File: config.mk
export PLATFORM = sky130hd
export DESIGN_NAME = irq_seq
export DESIGN_NICKNAME = d
export VERILOG_FILES = /design/src/rtl/irq_seq_pkg.sv /design/src/rtl/irq_pick.sv /design/src/rtl/irq_flag.sv /design/src/rtl/irq_fsm.sv /design/src/rtl/irq_seq.sv
export SDC_FILE = /design/constraint.sdc
export NUM_CORES = 1
export LEC_CHECK = 0
export BUFFER_PORTS_ARGS = -buffer_cell sky130_fd_sc_hd__buf_2
export CELL_PAD_IN_SITES_DETAIL_PLACEMENT = 1
export CELL_PAD_IN_SITES_GLOBAL_PLACEMENT = 2
export CORE_ASPECT_RATIO = 0.7
export CORE_MARGIN = 3
export CORE_UTILIZATION = 23
export DETAILED_ROUTE_END_ITERATION = 7
export PLACE_DENSITY = 0.77
export SLEW_MARGIN = 40
export SYNTH_ARGS = -nofsm -noshare
export SYNTH_HDL_FRONTEND = slang
export SYNTH_SLANG_ARGS = --single-unit
File: constraint.sdc
create_clock -name clk -period 2.15 [get_ports clk]
set_input_delay 0.1075 -clock clk [delete_from_list [all_inputs] [get_ports clk]]
set_output_delay 0.1075 -clock clk [all_outputs]
set_load 0.01 [all_outputs]
File: src/rtl/irq_seq_pkg.sv
package irq_seq_pkg;
  typedef enum logic [2:0] {
    ST_RUN    = 3'd0,
    ST_SLEEP  = 3'd1,
    ST_PUSH_A = 3'd2,
    ST_PUSH_B = 3'd3,
    ST_LOAD   = 3'd4
  } seq_state_e;
endpackage

File: src/rtl/irq_pick.sv
module irq_pick #(
  parameter int NUM_IRQ = 8,
  parameter int ID_W    = 3
) (
  input  logic [NUM_IRQ-1:0] req_i,
  output logic               any_o,
  output logic [ID_W-1:0]    id_o
);
  // lowest-numbered pending line wins
  always_comb begin
    any_o = |req_i;
    id_o  = '0;
    for (int i = NUM_IRQ - 1; i >= 0; i--) begin
      if (req_i[i]) id_o = ID_W'(i);
    end
  end
endmodule

File: src/rtl/irq_flag.sv
module irq_flag (
  input  logic clk,
  input  logic rst,
  input  logic step_i,
  input  logic sei_i,
  input  logic sreg_wr_i,
  input  logic sreg_bit_i,
  input  logic take_i,
  output logic ien_o
);
  logic ien_q;

  always_ff @(posedge clk) begin
    if (rst)                   ien_q <= 1'b0;
    else if (take_i)           ien_q <= 1'b0;
    else if (step_i && sei_i)  ien_q <= 1'b1;
    else if (step_i && sreg_wr_i) ien_q <= sreg_bit_i;
  end

  assign ien_o = ien_q;

  assert_take_clears_R8: assert property (@(posedge clk) disable iff (rst)
    take_i |=> !ien_o);

  // without an accepted boundary or an entry, the flag holds
  assert_flag_quiet_R11: assert property (@(posedge clk) disable iff (rst)
    (!step_i && !take_i) |=> $stable(ien_o));
endmodule

File: src/rtl/irq_fsm.sv
module irq_fsm
  import irq_seq_pkg::*;
#(
  parameter int NUM_IRQ      = 8,
  parameter int ID_W         = 3,
  parameter int PC_W         = 16,
  parameter bit MSB_FIRST    = 1'b1,
  parameter bit TWO_WORD_VEC = 1'b0
) (
  input  logic               clk,
  input  logic               rst,
  input  logic               retire_i,
  input  logic               sleep_i,
  input  logic               wdr_i,
  input  logic               ien_i,
  input  logic               any_i,
  input  logic [ID_W-1:0]    id_i,
  input  logic [PC_W-1:0]    ret_pc_i,
  input  logic               push_ready_i,
  output logic               step_o,
  output logic               take_o,
  output logic               push_valid_o,
  output logic [7:0]         push_data_o,
  output logic               pc_load_o,
  output logic [PC_W-1:0]    pc_vec_o,
  output logic [NUM_IRQ-1:0] ack_o,
  output logic [1:0]         mode_o,
  output logic               stall_o
);
  localparam int RET_W = 16;

  seq_state_e          state_q, state_d;
  logic [ID_W-1:0]     id_q;
  logic [PC_W-1:0]     ret_q;
  logic                wdr_q;
  logic [RET_W-1:0]    ret_wide;
  logic [7:0]          byte_first, byte_second;
  logic [PC_W-1:0]     vec_w;

  assign step_o = retire_i && (state_q == ST_RUN);
  assign take_o = (step_o && ien_i && any_i) || ((state_q == ST_SLEEP) && any_i);

  always_comb begin
    state_d = state_q;
    unique case (state_q)
      ST_RUN: begin
        if (take_o)                          state_d = ST_PUSH_A;
        else if (step_o && sleep_i && ien_i) state_d = ST_SLEEP;
      end
      ST_SLEEP:  if (any_i)        state_d = ST_PUSH_A;
      ST_PUSH_A: if (push_ready_i) state_d = ST_PUSH_B;
      ST_PUSH_B: if (push_ready_i) state_d = ST_LOAD;
      ST_LOAD:                     state_d = ST_RUN;
      default:                     state_d = ST_RUN;
    endcase
  end

  always_ff @(posedge clk) begin
    if (rst) begin
      state_q <= ST_RUN;
      id_q    <= '0;
      ret_q   <= '0;
      wdr_q   <= 1'b0;
    end else begin
      state_q <= state_d;
      wdr_q   <= step_o && wdr_i;
      if (take_o) begin
        id_q  <= id_i;
        ret_q <= ret_pc_i;
      end
    end
  end

  assign ret_wide = RET_W'(ret_q);

  generate
    if (MSB_FIRST) begin : g_msb
      assign byte_first  = ret_wide[15:8];
      assign byte_second = ret_wide[7:0];
    end else begin : g_lsb
      assign byte_first  = ret_wide[7:0];
      assign byte_second = ret_wide[15:8];
    end
  endgenerate

  generate
    if (TWO_WORD_VEC) begin : g_two
      assign vec_w = PC_W'({id_q, 1'b0});
    end else begin : g_one
      assign vec_w = PC_W'(id_q);
    end
  endgenerate

  generate
    for (genvar g = 0; g < NUM_IRQ; g++) begin : g_ack
      if (g == 0) begin : g_none
        assign ack_o[g] = 1'b0;
      end else begin : g_line
        assign ack_o[g] = (state_q == ST_LOAD) && (id_q == ID_W'(g));
      end
    end
  endgenerate

  assign push_valid_o = (state_q == ST_PUSH_A) || (state_q == ST_PUSH_B);
  assign push_data_o  = (state_q == ST_PUSH_B) ? byte_second : byte_first;
  assign pc_load_o    = (state_q == ST_LOAD);
  assign pc_vec_o     = vec_w;
  assign stall_o      = (state_q != ST_RUN);
  assign mode_o       = (state_q == ST_SLEEP) ? 2'b01 : (wdr_q ? 2'b10 : 2'b00);

  assert_push_hold_R5: assert property (@(posedge clk) disable iff (rst)
    (push_valid_o && !push_ready_i) |=> (push_valid_o && $stable(push_data_o)));

  assert_ack_onehot_R7: assert property (@(posedge clk) disable iff (rst)
    $onehot0(ack_o) && !ack_o[0]);

  assert_ack_with_load_R7: assert property (@(posedge clk) disable iff (rst)
    (ack_o != '0) |-> pc_load_o);

  assert_load_single_R7: assert property (@(posedge clk) disable iff (rst)
    pc_load_o |=> !pc_load_o);

  assert_wdr_mode_R10: assert property (@(posedge clk) disable iff (rst)
    (step_o && wdr_i && !sleep_i) |=> (mode_o == 2'b10));
endmodule

File: src/rtl/irq_seq.sv
module irq_seq #(
  parameter int NUM_IRQ      = 8,
  parameter int PC_W         = 16,
  parameter bit MSB_FIRST    = 1'b1,
  parameter bit TWO_WORD_VEC = 1'b0
) (
  input  logic               clk,
  input  logic               rst,
  input  logic               retire,
  input  logic               op_sei,
  input  logic               op_sreg_wr,
  input  logic               sreg_ien_bit,
  input  logic               op_sleep,
  input  logic               op_wdr,
  input  logic [NUM_IRQ-1:0] irq_req,
  input  logic [PC_W-1:0]    ret_pc,
  output logic               push_valid,
  input  logic               push_ready,
  output logic [7:0]         push_data,
  output logic               pc_load,
  output logic [PC_W-1:0]    pc_vec,
  output logic [NUM_IRQ-1:0] irq_ack,
  output logic               ien,
  output logic [1:0]         mode,
  output logic               stall
);
  localparam int ID_W = (NUM_IRQ > 1) ? $clog2(NUM_IRQ) : 1;

  logic            any_w;
  logic [ID_W-1:0] id_w;
  logic            step_w;
  logic            take_w;

  irq_pick #(.NUM_IRQ(NUM_IRQ), .ID_W(ID_W)) u_pick (
    .req_i (irq_req),
    .any_o (any_w),
    .id_o  (id_w)
  );

  irq_flag u_flag (
    .clk        (clk),
    .rst        (rst),
    .step_i     (step_w),
    .sei_i      (op_sei),
    .sreg_wr_i  (op_sreg_wr),
    .sreg_bit_i (sreg_ien_bit),
    .take_i     (take_w),
    .ien_o      (ien)
  );

  irq_fsm #(
    .NUM_IRQ      (NUM_IRQ),
    .ID_W         (ID_W),
    .PC_W         (PC_W),
    .MSB_FIRST    (MSB_FIRST),
    .TWO_WORD_VEC (TWO_WORD_VEC)
  ) u_fsm (
    .clk          (clk),
    .rst          (rst),
    .retire_i     (retire),
    .sleep_i      (op_sleep),
    .wdr_i        (op_wdr),
    .ien_i        (ien),
    .any_i        (any_w),
    .id_i         (id_w),
    .ret_pc_i     (ret_pc),
    .push_ready_i (push_ready),
    .step_o       (step_w),
    .take_o       (take_w),
    .push_valid_o (push_valid),
    .push_data_o  (push_data),
    .pc_load_o    (pc_load),
    .pc_vec_o     (pc_vec),
    .ack_o        (irq_ack),
    .mode_o       (mode),
    .stall_o      (stall)
  );

  // a boundary seen with the flag clear never starts entry
  assert_holdoff_R2: assert property (@(posedge clk) disable iff (rst)
    (retire && !stall && !ien) |=> !push_valid);

  assert_sleep_stalls_R9: assert property (@(posedge clk) disable iff (rst)
    (mode == 2'b01) |-> stall);
endmodule

After elaboration in Yosys (flattened, before gate mapping) --
Index checks and enable logic that the tools add are counted.
Word-level totals: logic and storage cells 63, register bits after elaboration 24, output and inout port bits 38, input bits 33
Cells by class: multiplexer cells 19, equal/unequal tests 15, reduce and logical (&&, ||, !) cells 24
Operators with widths (count):
- 2-to-1 mux 3 bit | 13
- logical AND 1 bit | 16
- == test 3 bit (second input constant) | 5
- == test 3 x 2 -> 1 bit (second input constant) | 4
- one-hot mux 3 bit (4 select lines) | 1
- 2-to-1 mux 8 bit | 1
- OR reduction 8 bit | 1
- == test 3 x 1 -> 1 bit (second input constant) | 2
- 2-to-1 mux 2 bit | 2
- != test 2 bit (second input constant) | 2
- AND reduction 4 bit | 1
- zero test 3 bit | 1
- != test 3 bit (second input constant) | 1
- nonzero test 3 bit | 1
- logical OR 1 bit | 2
- 2-to-1 mux 1 bit | 2
- != test 2 x 1 -> 1 bit (second input constant) | 1
- nonzero test 2 bit | 1
- OR reduction 2 bit | 1

Longest topological paths before layout --
depth in word-level cells 8, gate-level depth with buffers 6

Hierarchy --
Synthesis repeated with hierarchy kept, for this count alone.
Unflattened totals: cell total of the unflattened synthesis 172, area total of the unflattened synthesis 1337.5 um2
By module, submodules not included:
- irq_fsm | cells an instance 154, instances 1, area an instance 1199.9 um2, seq. area each 460.4 um2
- irq_pick | cells an instance 13, instances 1, area an instance 81.3 um2, seq. area each 0.0 um2
- irq_flag | cells an instance 5, instances 1, area an instance 56.3 um2, seq. area each 20.0 um2

Worst setup path after synthesis --
No wires, ideal clock.
kind register -> output, from register u_fsm.state_q[1], to output push_data[0], stages on the path, launching flop included 5, slack 0.593 ns, arrival time 1.449 ns, data required time 2.043 ns, buffers on the path 0, cells stage by stage dfxtp_1 > inv_2 > nor2_1 > nand2_1 > mux2_1
On the way: longest elaborated chain between the ends 2
Ends and longest elaborated chain:
- start: declaration | RTL line irq_fsm.sv:32 | seq_state_e state_q, state_d;
- start signal: assignment | RTL line irq_fsm.sv:65 | state_q <= state_d;
- == test 3 x 2 -> 1 bit | RTL line irq_fsm.sv:105 | assign push_data_o = (state_q == ST_PUSH_B) ? byte_second : byte_first;
- 2-to-1 mux 8 bit | RTL line irq_fsm.sv:105
- end: declaration | RTL line irq_seq.sv:19 | output logic [7:0] push_data,
No other way between the ends.

Worst setup path after layout --
from register u_fsm.state_q[1], to output push_data[2]
Same word-level chain as after synthesis.

==> results.txt <==
status: finished, final reports clean
worst hold endpoint: u_fsm.ret_q[15]
Synth Warn #: 0
Worst Clk Skew: 0.001842 ns
RSZ-0062 raised after global routing: no
critical path's slowest cell: dfxtp_1
Register Area: 480.5 sq um
Pins Over Slew Limit: 0
detailed-route DRC error count: 0
area grow syn2layout: 28.03%
CTS Hold Buffers Added: 0
setup violators final: 0
endpoint class of the critical path: output pin
CP top delay family: flip-flops
post-route ant nets: 0
largest stage delay on the critical path: 0.49 ns
Slew Limit Headroom: 47.30%
CP Buf/Inv Count: 2
max-cap violations: 0
crit path max fanout: 9
VDD IR max: 0.3826 mV
synthesized cell area: 0.001313 sq mm
fin util: 31.31%
worst setup path category: flip-flop to output pin
max frequency: 520.8 MHz
worst reg2reg path depth: 5
HP Start: ret_pc[15]
pwr dens: 815.2 mW/mm^2
Leak: 0.7534 nW
fillcell total: 651
syn_area_per_cell: 8.929 sq um
Final TNS setup: 0 ns
# nets final: 237
clock-pin slew on the worst setup and hold paths: 0.08 ns
number of flops mapped to enable cells by yosys: 0
core area: 0.005368 sq mm
top cells by count, synth: nor2_1 (29), dfxtp_1 (24), mux2i_1 (16)
vias in the first global route: 1,145
cts bufs inserted: 3
share of layout cells above drive strength 1: 33.50%
Ant. Diodes: 0
wire per inst: 12.15 um
min cycle time layout: 1.920 ns
Tcrit/Tclk final: 89.31%
initial antenna violation count: 0
post-CTS sizing: 0
share of the synthesized area in the top cell type: 36.61%
worst hold path depth: 3
Multi-input gate area: 735.7 sq um
Fin. Hold Viols: 0
via/cell ratio: 4.222
CTS root buf: clkbuf_8
drt first pass iters: 4
H-tree depth: 1
routed via count: 1,161
reg2reg setup slack: 0.28 ns
largest net degree at the start of global routing: 25
Post-Route WL: 3342 um
Post-synth ARST share: 0%
Die Width: 96.29 um
Clk Latency, worst-skew pair: 0.26 ns
Initial Utilization: 24.45%
Post-CTS Setup Repair Bufs: 0
CTS tree: yes
Seq cells post-synth: 24
reg2reg start: u_fsm.state_q[0]
DR iter-0 viols: 18
critical path arrival: 1.81 ns
# rows: 22
first-pass GRT wire length: 5375 um
Hold/Removal Path Class: primary input to flip-flop
Synth cell types: 33
Area contributors post-synth: dfxtp_1 (37%), mux2i_1 (12%), nor2_1 (8.3%)
worst slew pin tran: 0.7905 ns
Clock Tree Buf Depth: 2
IO Count: 71
die area: 0.006663 sq mm
Worst Path Required: 2.04 ns
crit start category: flip-flop
DP Wirelength: 2671 um
Tot GR Track Use: 9.893%
Seq/Total Area, Yosys: 36.61%
Overflow after GRT: 0
dominant synthesized flop cell: dfxtp_1
Die H: 69.20 um
worst setup path start: u_fsm.state_q[1]
Port Buffers: 56
reg-to-reg endpoint: u_fsm.ret_q[12]
Synth area leader: dfxtp_1
worst path cell trace: inv_2, nor2_1, nand2_1, mux2_1, buf_2
clk sinks: 24
cell count after synthesis: 147
count leader, synth: nor2_1
GP Congestion: 0.6816
[where the power goes]
group,internal [mW],switching [mW]
clock,0.163,0.138
combinational,0.233,0.258
sequential,0.517,0.0601
total,0.914,0.456
[flip-flops by register name, indices dropped and copies added (netlist names)]
signal         count
u_fsm.state_q      3
u_flag.ien_o       1
u_fsm.ret_q       16
u_fsm.id_q         3
u_fsm.wdr_q        1
[per-stage QoR]
step | std cells | total power, mW | hold slack (ns) | cell area (sq um) | worst slack [ns]
after floorplan | 160 | 0.9290 | 0.1737 | 1361 | 0.5933
after global placement | 271 | 1.078 | 0.3437 | 1625 | 0.3514
after detailed placement | 271 | 1.089 | 0.3532 | 1625 | 0.2780
after CTS | 275 | 1.396 | 0.07274 | 1680 | 0.1736
after global routing | 275 | 1.474 | 0.07427 | 1680 | 0.05869
final | 275 | 1.370 | 0.07621 | 1680 | 0.2298
[area by class of cell]
class | instances | area share (%)
Sequential cell | 24 | 28.59
Inverter | 3 | 0.6701
Tap cell | 72 | 5.361
Clock buffer | 4 | 3.276
Multi-Input combinational cell | 114 | 43.78
Timing Repair Buffer | 58 | 18.32
[routing by layer]
layer,share of wire (%),global-route usage [%]
met5,0,0
met4,0,0.4666
met3,8.2,3.145
met2,41,14.69
met1,51,14.67
[layout by cell type, fill, tap and decap left out, drive strengths merged]
cell type   n
o22ai       2
inv         3
nor3b       4
nand2       8
or2         1
a211oi      1
nor4        3
o21ai       2
o21a        1
mux2i      16
conb       14
nor3        4
a2111oi     1
nor4b       1
a221oi      1
a32oi       1
buf        58
nor2b       2
a21oi       5
nand3       1
dfxtp      24
nor2       29
or3         1
o31ai       1
nand2b      6
mux2        8
clkbuf      4
a31oi       1
[worst max path at each step]
stage,to,slack [ns],cells after the start
2_1_floorplan,push_data[0],0.59,4
3_3_place_gp,u_fsm.ret_q[12],0.35,5
3_5_place_dp,u_fsm.ret_q[12],0.28,5
4_1_cts,push_data[2],0.17,5
5_1_grt,push_data[2],0.06,5
6_report,push_data[2],0.23,5
[worst reg2reg max path, cell delays in order, from the launching register on]
cell and delay, ns:
dfxtp_1 0.47, a21oi_1 0.14, a2111oi_4 0.64, buf_12 0.25, mux2i_1 0.21, nor2_1 0.05
[cell families after synthesis]
| logic type | after synthesis | share of synthesized area [%] |
|---|---|---|
| buf+inv | 22 | 12.01 |
| other cells | 1 | 0.2857 |
| flops | 24 | 36.61 |
| simple gates | 60 | 23.26 |
| compound gates | 16 | 8.769 |
| mux | 24 | 19.07 |
No activity file was read; power rests on OpenSTA's default activity.
